## src/rtl/pirq_pkg.sv

```systemverilog
package pirq_pkg;

    localparam int PORT_W      = 8;
    localparam int NUM_PORTS   = 2;
    localparam int SYNC_STAGES = 2;
    localparam int FILT_DEPTH  = 3;

    typedef enum logic {
        POL_RISE = 1'b0,
        POL_FALL = 1'b1
    } pol_e;

    typedef struct packed {
        logic edge_hit;
        logic pol_flip;
    } src_evt_t;

    function automatic logic edge_seen(logic prev, logic cur, pol_e pol);
        if (pol == POL_FALL) begin
            return prev & ~cur;
        end
        return ~prev & cur;
    endfunction

endpackage

```

## src/rtl/pirq_sync_filter.sv

```systemverilog
module pirq_sync_filter
    import pirq_pkg::*;
#(
    parameter int W       = PORT_W,
    parameter int SYNC_N  = SYNC_STAGES,
    parameter int AGREE_N = FILT_DEPTH
) (
    input  logic         clk,
    input  logic         rst,
    input  logic [W-1:0] raw,
    output logic [W-1:0] level
);

    localparam int HIST_N = AGREE_N - 1;

    logic [W-1:0] sync_q [SYNC_N];
    logic [W-1:0] hist_q [HIST_N];
    logic [W-1:0] sync_last;
    logic [W-1:0] hist_last;
    logic [W-1:0] all_hi;
    logic [W-1:0] all_lo;
    logic [W-1:0] level_q;

    // synchronizer chain
    always_ff @(posedge clk) begin
        if (rst) begin
            for (int i = 0; i < SYNC_N; i++) begin
                sync_q[i] <= '0;
            end
        end else begin
            sync_q[0] <= raw;
            for (int i = 1; i < SYNC_N; i++) begin
                sync_q[i] <= sync_q[i-1];
            end
        end
    end

    assign sync_last = sync_q[SYNC_N-1];

    // sample history behind the synchronizer
    always_ff @(posedge clk) begin
        if (rst) begin
            for (int i = 0; i < HIST_N; i++) begin
                hist_q[i] <= '0;
            end
        end else begin
            hist_q[0] <= sync_last;
            for (int i = 1; i < HIST_N; i++) begin
                hist_q[i] <= hist_q[i-1];
            end
        end
    end

    assign hist_last = hist_q[HIST_N-1];

    // agreement across the whole window
    always_comb begin
        all_hi = sync_last;
        all_lo = ~sync_last;
        for (int i = 0; i < HIST_N; i++) begin
            all_hi = all_hi & hist_q[i];
            all_lo = all_lo & ~hist_q[i];
        end
    end

    always_ff @(posedge clk) begin
        if (rst) begin
            level_q <= '0;
        end else begin
            level_q <= all_hi | (level_q & ~all_lo);
        end
    end

    assign level = level_q;

    // a bit only moves to a value that both the newest and the oldest sample held
    p_filter_agree_r3: assert property (@(posedge clk) disable iff (rst)
        (((level_q ^ $past(level_q)) & (level_q ^ $past(sync_last))) == '0) &&
        (((level_q ^ $past(level_q)) & (level_q ^ $past(hist_last))) == '0));

    // reset clears the filtered level
    p_reset_level_r9: assert property (@(posedge clk)
        rst |=> (level_q == '0));

endmodule

```

## src/rtl/pirq_edge_unit.sv

```systemverilog
module pirq_edge_unit
    import pirq_pkg::*;
#(
    parameter int W = PORT_W
) (
    input  logic         clk,
    input  logic         rst,
    input  logic [W-1:0] level,
    input  logic [W-1:0] en,
    input  logic [W-1:0] pol,
    output logic         req
);

    logic [W-1:0]         level_d_q;
    logic [W-1:0]         pol_q;
    src_evt_t [W-1:0]     evt;
    logic                 hit;
    logic                 req_q;

    always_comb begin
        hit = 1'b0;
        for (int i = 0; i < W; i++) begin
            evt[i].edge_hit = edge_seen(level_d_q[i], level[i], pol_e'(pol[i]));
            evt[i].pol_flip = pol[i] ^ pol_q[i];
            hit = hit | (en[i] & (evt[i].edge_hit | evt[i].pol_flip));
        end
    end

    // polarity copy follows even through reset, so leaving reset raises nothing
    always_ff @(posedge clk) begin
        pol_q <= pol;
        if (rst) begin
            level_d_q <= '0;
            req_q     <= 1'b0;
        end else begin
            level_d_q <= level;
            req_q     <= hit;
        end
    end

    assign req = req_q;

    // a fully masked group stays silent
    p_masked_quiet_r6: assert property (@(posedge clk) disable iff (rst)
        (en == '0) |=> !req_q);

    // a polarity change on an enabled source raises a request
    p_pol_flip_req_r7: assert property (@(posedge clk) disable iff (rst)
        (|(en & (pol ^ $past(pol)))) |=> req_q);

    // a selected edge on an enabled source raises a request
    p_edge_req_r5: assert property (@(posedge clk) disable iff (rst)
        (|(en & (level ^ $past(level)) & (level ^ pol))) |=> req_q);

    // reset clears the request
    p_reset_req_r9: assert property (@(posedge clk)
        rst |=> !req_q);

endmodule

```

## src/rtl/pin_irq_edge.sv

```systemverilog
module pin_irq_edge
    import pirq_pkg::*;
#(
    parameter int PW = PORT_W
) (
    input  logic          clk,
    input  logic          rst,
    input  logic          nmi_pin,
    input  logic          nmi_alt_en,
    input  logic          nmi_pol,
    input  logic [PW-1:0] pa_pins,
    input  logic [PW-1:0] pb_pins,
    input  logic [PW-1:0] pa_en,
    input  logic [PW-1:0] pb_en,
    input  logic [PW-1:0] pa_pol,
    input  logic [PW-1:0] pb_pol,
    output logic          nmi_req,
    output logic          pa_req,
    output logic          pb_req,
    output logic [PW-1:0] pa_level,
    output logic [PW-1:0] pb_level
);

    logic [PW-1:0] port_raw   [NUM_PORTS];
    logic [PW-1:0] port_en    [NUM_PORTS];
    logic [PW-1:0] port_pol   [NUM_PORTS];
    logic [PW-1:0] port_level [NUM_PORTS];
    logic          port_req   [NUM_PORTS];
    logic          nmi_level;

    assign port_raw[0] = pa_pins;
    assign port_raw[1] = pb_pins;
    assign port_en[0]  = pa_en;
    assign port_en[1]  = pb_en;
    assign port_pol[0] = pa_pol;
    assign port_pol[1] = pb_pol;

    for (genvar p = 0; p < NUM_PORTS; p++) begin : g_port
        pirq_sync_filter #(
            .W       (PW),
            .SYNC_N  (SYNC_STAGES),
            .AGREE_N (FILT_DEPTH)
        ) u_filt (
            .clk   (clk),
            .rst   (rst),
            .raw   (port_raw[p]),
            .level (port_level[p])
        );

        pirq_edge_unit #(
            .W (PW)
        ) u_edge (
            .clk   (clk),
            .rst   (rst),
            .level (port_level[p]),
            .en    (port_en[p]),
            .pol   (port_pol[p]),
            .req   (port_req[p])
        );
    end

    pirq_sync_filter #(
        .W       (1),
        .SYNC_N  (SYNC_STAGES),
        .AGREE_N (FILT_DEPTH)
    ) u_nmi_filt (
        .clk   (clk),
        .rst   (rst),
        .raw   (nmi_pin),
        .level (nmi_level)
    );

    pirq_edge_unit #(
        .W (1)
    ) u_nmi_edge (
        .clk   (clk),
        .rst   (rst),
        .level (nmi_level),
        .en    (nmi_alt_en),
        .pol   (nmi_pol),
        .req   (nmi_req)
    );

    assign pa_level = port_level[0];
    assign pb_level = port_level[1];
    assign pa_req   = port_req[0];
    assign pb_req   = port_req[1];

    // outside its alternate function the non-maskable pin stays quiet
    p_nmi_gate_r8: assert property (@(posedge clk) disable iff (rst)
        !nmi_alt_en |=> !nmi_req);

    // port requests need at least one enabled pin
    p_port_masked_r6: assert property (@(posedge clk) disable iff (rst)
        ((pa_en == '0) && (pb_en == '0)) |=> (!pa_req && !pb_req));

endmodule

```

## config.mk

```make
export PLATFORM = sky130hd
export DESIGN_NAME = pin_irq_edge
export DESIGN_NICKNAME = d
export VERILOG_FILES = /design/src/rtl/pirq_pkg.sv /design/src/rtl/pirq_sync_filter.sv /design/src/rtl/pirq_edge_unit.sv /design/src/rtl/pin_irq_edge.sv
export SDC_FILE = /design/constraint.sdc
export NUM_CORES = 1
export LEC_CHECK = 0
export BUFFER_PORTS_ARGS = -buffer_cell sky130_fd_sc_hd__buf_2
export CORE_AREA = 5 5 107 89
export CTS_CLUSTER_SIZE = 30
export DETAILED_ROUTE_END_ITERATION = 8
export DIE_AREA = 0 0 112 94
export GPL_TIMING_DRIVEN = 0
export PLACE_DENSITY = 0.71
export SETUP_SLACK_MARGIN = 0.05
export SYNTH_ARGS = -nofsm -noshare
export SYNTH_HDL_FRONTEND = slang
export SYNTH_HIERARCHICAL = 1
export SYNTH_SLANG_ARGS = --single-unit
```

## constraint.sdc

```tcl
create_clock -name clk -period 1.2 [get_ports clk]
set_input_delay 0.3 -clock clk [delete_from_list [all_inputs] [get_ports clk]]
set_output_delay 0.3 -clock clk [all_outputs]
set_load 0.005 [all_outputs]
```

==> run summary, run 1 <==
DR pass1 iterations - 6
Synth Cell Area - 4040 um2
final wirelength - 8210 um
Slew Limit Fails - 0
Worst path slowest cell - dfxtp_4
RSZ-0062 raised after global routing - yes
fill cell count - 615
Combinational Power Share - 4.9%
DIE HEIGHT - 94 um
worst-path cell chain - buf_6
post-route ant nets - 0
violated checks - negative setup slack
largest net degree at the start of global routing - 18
First DRT Iteration DRCs - 142
f_max - 0.783 GHz
Avg Inst Size Synth - 11.1 um2
latest clock arrival within the worst-skew pair - 0.51 ns
Ys Warns - 6
layout cells sized above 1 - 32.8%
die width - 112 um
Synth top area share - 60.4%
max-cap check violation count - 0
crit-path leading delay family - flip-flops
Multi-input gate area - 1560 um2
clock power share - 50.1%
final cell count without fillers - 630
Worst-Margin Slew - 0.426 ns
net switching power - 2.10 mW
mux contribution to synthesized area - 0%
fin crit period - 1.28 ns
Final Net Count - 558
Synth Area in Compound Gates - 14.0%
Worst Path Max Fanout - 2
top-level I/O count - 72
Startpoint Class - register
Worst Path Buf+Inv - 1
final hold slack - 0.0707 ns
clock root buffer - clkbuf_8
Synth cell types - 21
IO Port Bufs - 71
Sw Ratio - 22.6%
Die ar. - 10500 um2
main combinational cell family by area after synthesis - simple AND/OR/NAND/NOR gates
synth top area cells - dfxtp_1, nor2b_1, nor2b_4
Power Density - 1610 nW/um2
Leak - 2.47 nW
outcome - finished, violations left
setup TNS - -1.10 ns
Syn Nets - 417
Seq pwr share - 45.1%
Antenna diodes - 0
post-synthesis register bit count - 122
adder-cell share of the synthesized area - 0%
post-route clock period utilization - 106%
HP Class - in -> reg
Post-route DRC - 0
FF+latch area - 2490 um2
P_int - 7.19 mW
Inserted Clock Buffers - 17
Crit Path Category - reg -> out
vias in the first global route - 2845
clock sinks - 122
CP required - 0.90 ns
clock skew - 0.00794 ns
relative slew slack - 71.6%
CTS tree - yes
vias - 2985
Simple-Gate Fraction of Synth Area - 23.3%
H-tree Lvls - 4
Core Area - 8300 um2
XOR/XNOR share of the synthesized area - 0%
GRT Util Overall - 16.6%
first-pass GRT wire length - 13600 um
cell taking the most area after synthesis - dfxtp_1
GR Overflow Total - 0
placed cells - 547
largest stage delay on the critical path - 0.35 ns
Crit path arrival time - 0.98 ns
final hold vios - 0
initial antenna violation count - 0
# rows - 30
final core utilization - 69.3%
hpwl dp - 5060 um
Area Overhead vs Synth - 42.3%
Setup Viol. Count Final - 19
vias per cell - 4.74
cell count after synthesis - 364
Max clock buf depth - 2
Initial Util - 48.7%
Worst setup EP type - primary output
Seq/Total Area, Yosys - 60.4%
clock slew seen by the registers of the worst setup and hold paths - 0.06 ns
VDD IR-drop max - 0.00146 V
WL per Instance - 13.0 um
Worst Slack Setup Final - -0.0778 ns
Final GP Congestion - 0.794
==> per-layer routing <==
metal  GRT usage [%]  part of all wire [%]
met2            25.4                    45
met4            6.31                   1.4
met3            7.15                   5.7
met5               0                     0
met1            20.9                    48
==> cell families after synthesis <==
logic type	count (synthesis)
buffers and inverters	19
AO/OA/AOI/OAI	78
flip-flops	122
AND/OR/NAND/NOR	145
==> stage by stage <==
stage | instance area [um2] | setup slack (ns) | power [mW]
CTS | 5700 | -0.102 | 9.39
finish | 5750 | -0.0778 | 9.28
global placement | 4540 | -0.0634 | 4.64
global route | 5750 | -0.122 | 9.67
floorplan | 4040 | 0.235 | 4.49
detailed placement | 4540 | -0.0822 | 4.65
==> timing repair <==
action	CTS	global route
setup buffers	16	2
setup endpoints to repair	20	21
endpoints found under the hold margin	34	0
hold buffers	34	0
resized for setup	43	10
pin swaps	6	6
==> registers in the layout (all words and copies together), names as in the netlist <==
name                     cells
u_nmi_edge/level_d_q         1
u_nmi_edge/pol_q             1
g_port.u_edge/pol_q         16
u_nmi_filt/hist_q            2
g_port.u_filt/sync_q        32
g_port.u_filt/level         16
u_nmi_filt/sync_q            2
u_nmi_edge/req               1
g_port.u_edge/req            2
g_port.u_edge/level_d_q     16
u_nmi_filt/level             1
g_port.u_filt/hist_q        32
==> synth_stat cells, drive strengths merged <==
master and number:
a21o 17, a41oi 2, o2bb2ai 17, a21oi 1
nor3 1, o21ai 25, clkbuf 2, inv 9
nor2 25, a2bb2oi 8, nor2b 85, nand3 8
nor4b 1, dfxtp 122, a32oi 8, nand2b 16
buf 8, nand2 9
==> placed cells by master (no fill, tap or decap) <==
master and count:
a21o_1 17, a21oi_1 1, a2bb2oi_1 4, a2bb2oi_2 4, a32oi_1 7, a32oi_2 1
a41oi_1 2, buf_2 64, buf_4 15, buf_6 17, bufinv_16 1, clkbuf_1 3
clkbuf_16 16, clkbuf_8 1, clkinv_4 6, clkinvlp_4 3, dfxtp_1 105, dfxtp_2 6
dfxtp_4 11, dlygate4sd3_1 34, inv_1 9, inv_6 4, nand2_1 9, nand2b_1 14
nand2b_4 2, nand3_1 8, nor2_1 25, nor2b_1 67, nor2b_2 2, nor2b_4 16
nor3_1 1, nor4b_2 1, o21ai_0 23, o21ai_1 2, o2bb2ai_1 17
==> path summary, 6_finish.rpt <==
path	from	to	slack [ns]	cells after the start
hold reg to reg	g_port[0].u_filt/sync_q[0][0]	g_port[0].u_filt/sync_q[0][8]	0.43	1
setup reg to reg	g_port[0].u_filt/level[5]	g_port[0].u_edge/req	0.04	5
hold / removal	nmi_alt_en	u_nmi_edge/req	0.07	2
setup / recovery	g_port[0].u_filt/level[4]	pa_level[4]	-0.08	1
==> worst register-to-register path: cells and delay by family, from the launching register on <==
family | cells | cell delay [ns]
simple gates | 2 | 0.21
buf+inv | 1 | 0.13
compound gates | 2 | 0.33
flops | 1 | 0.35
==> power groups by stage <==
stage	logic [mW]	clock network, mW	registers, mW
2_1_floorplan	0.205	0	4.29
5_1_grt	0.499	4.98	4.20
6_report	0.451	4.65	4.19
3_3_place_gp	0.347	0	4.29
3_5_place_dp	0.357	0	4.30
4_1_cts	0.452	4.75	4.19
==> final cells by class <==
class                   instances  share of cell area (%)
plain buffers                  10                    1.04
repair buffers                122                    15.9
flip-flops and latches        122                    43.3
multi-input cells             223                    27.1
clock buffers                  18                    7.27
clock inverters                14                    2.44
well taps                     112                    2.44
inverters                       9                   0.587
No activity file was read; power rests on OpenSTA's default activity.
==> run 2, diff against run 1 <==
SETUP_SLACK_MARGIN = unset   (was 0.05)
==> run summary, run 2 (same netlist as run 1, synthesis figures left out) <==
outcome - finished, violations left
violated checks - negative setup slack
biggest registers after layout - g_port.u_filt/hist_q (32), g_port.u_filt/sync_q (32)
clock slew seen by the registers of the worst setup and hold paths - 0.06 ns
Crit path arrival time - 0.98 ns
DR pass1 iterations - 4
final wirelength - 8350 um
Setup Viol. Count Final - 20
vias - 2985
relative slew slack - 70.8%
first-pass GRT wire length - 13600 um
vias per cell - 4.75
worst hold start - nmi_alt_en
GRT Util Overall - 16.6%
Antenna diodes - 0
WL per Instance - 13.3 um
Combinational Power Share - 4.9%
Leak - 2.46 nW
clock power share - 50.0%
latest clock arrival within the worst-skew pair - 0.51 ns
f_max - 0.783 GHz
Startpoint Class - register
clock root buffer - clkbuf_8
GR Overflow Total - 0
layout cells sized above 1 - 33.3%
Slew Limit Fails - 0
Sw Ratio - 22.6%
setup TNS - -1.05 ns
final hold vios - 0
clock sinks - 122
Crit Path Category - reg -> out
post-route ant nets - 0
Core Area - 8300 um2
hpwl dp - 5060 um
most frequent cells in the layout - dfxtp_1, buf_2, nor2b_1
CP required - 0.90 ns
First DRT Iteration DRCs - 133
H-tree Lvls - 4
net switching power - 2.10 mW
Worst Path Buf+Inv - 1
post-place setup slack - -0.0822 ns
Initial Util - 48.7%
register-to-register setup slack - 0.02 ns
final core utilization - 69.1%
Worst path slowest cell - dfxtp_4
post-route clock period utilization - 106%
top-level I/O count - 72
Final Net Count - 557
Post-route DRC - 0
Inserted Clock Buffers - 17
DIE HEIGHT - 94 um
HP Class - in -> reg
RSZ-0062 raised after global routing - yes
Worst setup EP type - primary output
Power Density - 1620 nW/um2
Area Overhead vs Synth - 41.9%
VDD IR-drop max - 0.00146 V
largest stage delay on the critical path - 0.35 ns
initial antenna violation count - 0
fin crit period - 1.28 ns
worst-path cell chain - buf_6
Worst-Margin Slew - 0.438 ns
IO Port Bufs - 71
placed cells - 547
# rows - 30
Die ar. - 10500 um2
final cell count without fillers - 629
clock skew - 0.0104 ns
Max clock buf depth - 2
die width - 112 um
reg2reg start - g_port[0].u_filt/level[4]
final hold slack - 0.0728 ns
Worst Slack Setup Final - -0.0773 ns
max-cap check violation count - 0
Final GP Congestion - 0.794
Worst Path Max Fanout - 2
P_int - 7.19 mW
largest net degree at the start of global routing - 18
commonest non-fill, non-tap cell in the layout - dfxtp_1
CTS tree - yes
crit-path leading delay family - flip-flops
vias in the first global route - 2836
Seq pwr share - 45.1%
CP startpoint - g_port[0].u_filt/level[4]
## run 2: cell count changes in the layout (fill, tap and decap cells not counted), sizes merged
cell  delta
buf      -1
## run 2: final timing paths
path                                                      end  cells past startpoint
worst min register to register  g_port[0].u_filt/sync_q[0][8]                      1
worst min-delay path                           u_nmi_edge/req                      2
worst max-delay path                              pa_level[4]                      1
worst max register to register           g_port[0].u_edge/req                      5
## run 2: metrics by stage
step	instance area (um2)	total power, mW
final	5740	9.29
after global routing	5740	9.68
after CTS	5670	9.39
after detailed placement	4540	4.65
after global placement	4540	4.64
after floorplan	4040	4.49
## run 2: final cells by class
cell class	count	area, um2
Buffer	10	60.1
Clock buffer	18	418
Clock inverter	14	140
Fill cell	621	2560
Inverter	9	33.8
Multi-Input combinational cell	223	1560
Sequential cell	122	2490
Tap cell	112	140
Timing Repair Buffer	121	897
## run 2: timing repair
action	in CTS	in global routing
endpoints found under the hold margin	34	0
hold buffers	34	0
setup endpoints to repair	19	21
cloned	0	0
pin swaps	0	8
setup buffers	16	0
resized for setup	37	15
## run 2: routing by layer
metal	vias to the layer above	GRT usage (%)	routed length, um
met1	1382	20.9	3920
met5	-	0	0
met2	70	25.3	3810
met3	15	7.08	466
met4	0	6.41	148
li1	1518	-	-
## run 2: power by group through the flow
stage,registers (mW),clock network (mW),logic (mW)
after floorplan,4.29,0,0.205
after global placement,4.29,0,0.347
after detailed placement,4.30,0,0.357
after CTS,4.19,4.75,0.445
after global routing,4.20,4.98,0.504
final,4.19,4.64,0.456
## run 2: worst register-to-register path, stage by stage (launching register included)
cell and delay [ns]:
dfxtp_4 0.35, buf_4 0.15, nor2b_2 0.14, a2bb2oi_2 0.19, a32oi_1 0.08, a41oi_1 0.18
==> run 3, diff against run 2 <==
CORE_AREA = 5 5 105 87   (was 5 5 107 89)
DIE_AREA = 0 0 110 92   (was 0 0 112 94)
PLACE_DENSITY = 0.74   (was 0.71)
==> run summary, run 3 (same netlist as run 1, synthesis figures left out) <==
Inserted Clock Buffers - 17
clock skew - 0.00847 ns
RSZ-0062 raised after global routing - yes
fin crit period - 1.27 ns
largest stage delay on the critical path - 0.36 ns
CTS tree - yes
P_int - 7.82 mW
vias - 2975
final hold vios - 0
Worst Slack Setup Final - -0.0683 ns
Leak - 2.47 nW
Crit Path Category - reg -> out
Slew Limit Fails - 0
HP Class - in -> reg
Core Area - 7870 um2
vias in the first global route - 2942
GRT Util Overall - 17.5%
initial antenna violation count - 0
Final Net Count - 552
vias per cell - 4.81
Final GP Congestion - 0.761
fill cell count - 558
f_max - 0.788 GHz
crit-path leading delay family - flip-flops
WL per Instance - 14.0 um
clock sinks - 122
First DRT Iteration DRCs - 100
layout cells sized above 1 - 34.1%
top-level I/O count - 72
Multi-input gate area - 1590 um2
Worst path slowest cell - dfxtp_4
worst-path cell chain - buf_6
final cell count without fillers - 619
Setup Viol. Count Final - 21
DIE HEIGHT - 92 um
largest net degree at the start of global routing - 18
biggest registers after layout - g_port.u_filt/hist_q (32), g_port.u_filt/sync_q (32)
clock root buffer - clkbuf_8
VDD IR-drop max - 0.00131 V
Die ar. - 10100 um2
Worst Path Buf+Inv - 1
commonest non-fill, non-tap cell in the layout - dfxtp_1
Startpoint Class - register
Max clock buf depth - 2
# rows - 29
IO Port Bufs - 71
reg2reg start - g_port[0].u_filt/level[4]
Antenna diodes - 0
FF+latch area - 2490 um2
Area Overhead vs Synth - 42.9%
post-route clock period utilization - 106%
die width - 110 um
Post-route DRC - 0
Worst Path Max Fanout - 2
CP required - 0.90 ns
clock slew seen by the registers of the worst setup and hold paths - 0.06 ns
worst hold start - pb_pins[0]
Combinational Power Share - 4.7%
latest clock arrival within the worst-skew pair - 0.50 ns
net switching power - 1.95 mW
total power - 9.77 mW
Worst setup EP type - primary output
outcome - finished, violations left
max-cap check violation count - 0
Crit path arrival time - 0.97 ns
DR pass1 iterations - 4
Worst-Margin Slew - 0.451 ns
placed cells - 543
violated checks - negative setup slack
clock power share - 52.4%
Power Density - 1690 nW/um2
hpwl dp - 5070 um
H-tree Lvls - 4
final wirelength - 8650 um
Initial Util - 51.3%
first-pass GRT wire length - 13400 um
Seq pwr share - 42.9%
post-route ant nets - 0
Sw Ratio - 20.0%
relative slew slack - 69.9%
CP startpoint - g_port[0].u_filt/level[6]
most frequent cells in the layout - dfxtp_1, nor2b_1, buf_2
GR Overflow Total - 0
-- run 3: metrics by stage --
step | area, um2 | hold slack (ns) | util (%) | TNS (ns) | worst slack (ns)
after floorplan | 4040 | 0.328 | - | 0 | 0.235
after global placement | 4530 | 0.416 | 57.6 | -0.606 | -0.0495
after detailed placement | 4530 | 0.420 | 57.6 | -0.630 | -0.0667
after CTS | 5680 | 0.00271 | 72.1 | -1.31 | -0.0928
after global routing | 5780 | 0.00947 | 73.4 | -1.73 | -0.110
final | 5780 | 0.0203 | 73.4 | -0.833 | -0.0683
-- run 3: power groups by stage --
stage | Combinational [mW] | Sequential, mW | Clock [mW]
floorplan | 0.205 | 4.29 | 0
global placement | 0.346 | 4.29 | 0
detailed placement | 0.355 | 4.30 | 0
CTS | 0.433 | 4.19 | 5.22
global route | 0.502 | 4.20 | 5.44
finish | 0.458 | 4.19 | 5.12
-- run 3: final cells by class --
| cell class | count | area share, % |
|---|---|---|
| sequential | 122 | 43.1 |
| multi-input combinational | 223 | 27.4 |
| timing repair buffer | 116 | 15.0 |
| clock buffer | 20 | 7.54 |
| clock inverter | 11 | 2.94 |
| tap | 108 | 2.34 |
| buffer | 10 | 1.04 |
| inverter | 9 | 0.585 |
-- run 3: layer usage --
metal / track usage [%] / vias up / wire [um]
met5: 0 / - / 0
met4: 8.72 / 0 / 85
met3: 4.92 / 8 / 360
met2: 28.1 / 65 / 4260
met1: 21.3 / 1387 / 3940
li1: - / 1515 / -
-- run 3: timing repair --
action | 4_1_cts | 5_1_grt
cloned | 0 | 0
setup endpoints to repair | 20 | 21
hold buffers | 29 | 0
resized for setup | 40 | 22
pin swaps | 4 | 3
buffers inserted | 16 | 0
hold endpoints to repair | 29 | 0
-- run 3: worst paths after layout --
check	cells after the start	slack [ns]	to
min	2	0.02	g_port[1].u_filt/sync_q[0][0]
max	1	-0.07	pa_level[6]
min reg2reg	1	0.43	g_port[1].u_filt/sync_q[0][9]
max reg2reg	5	-0.04	g_port[0].u_edge/req
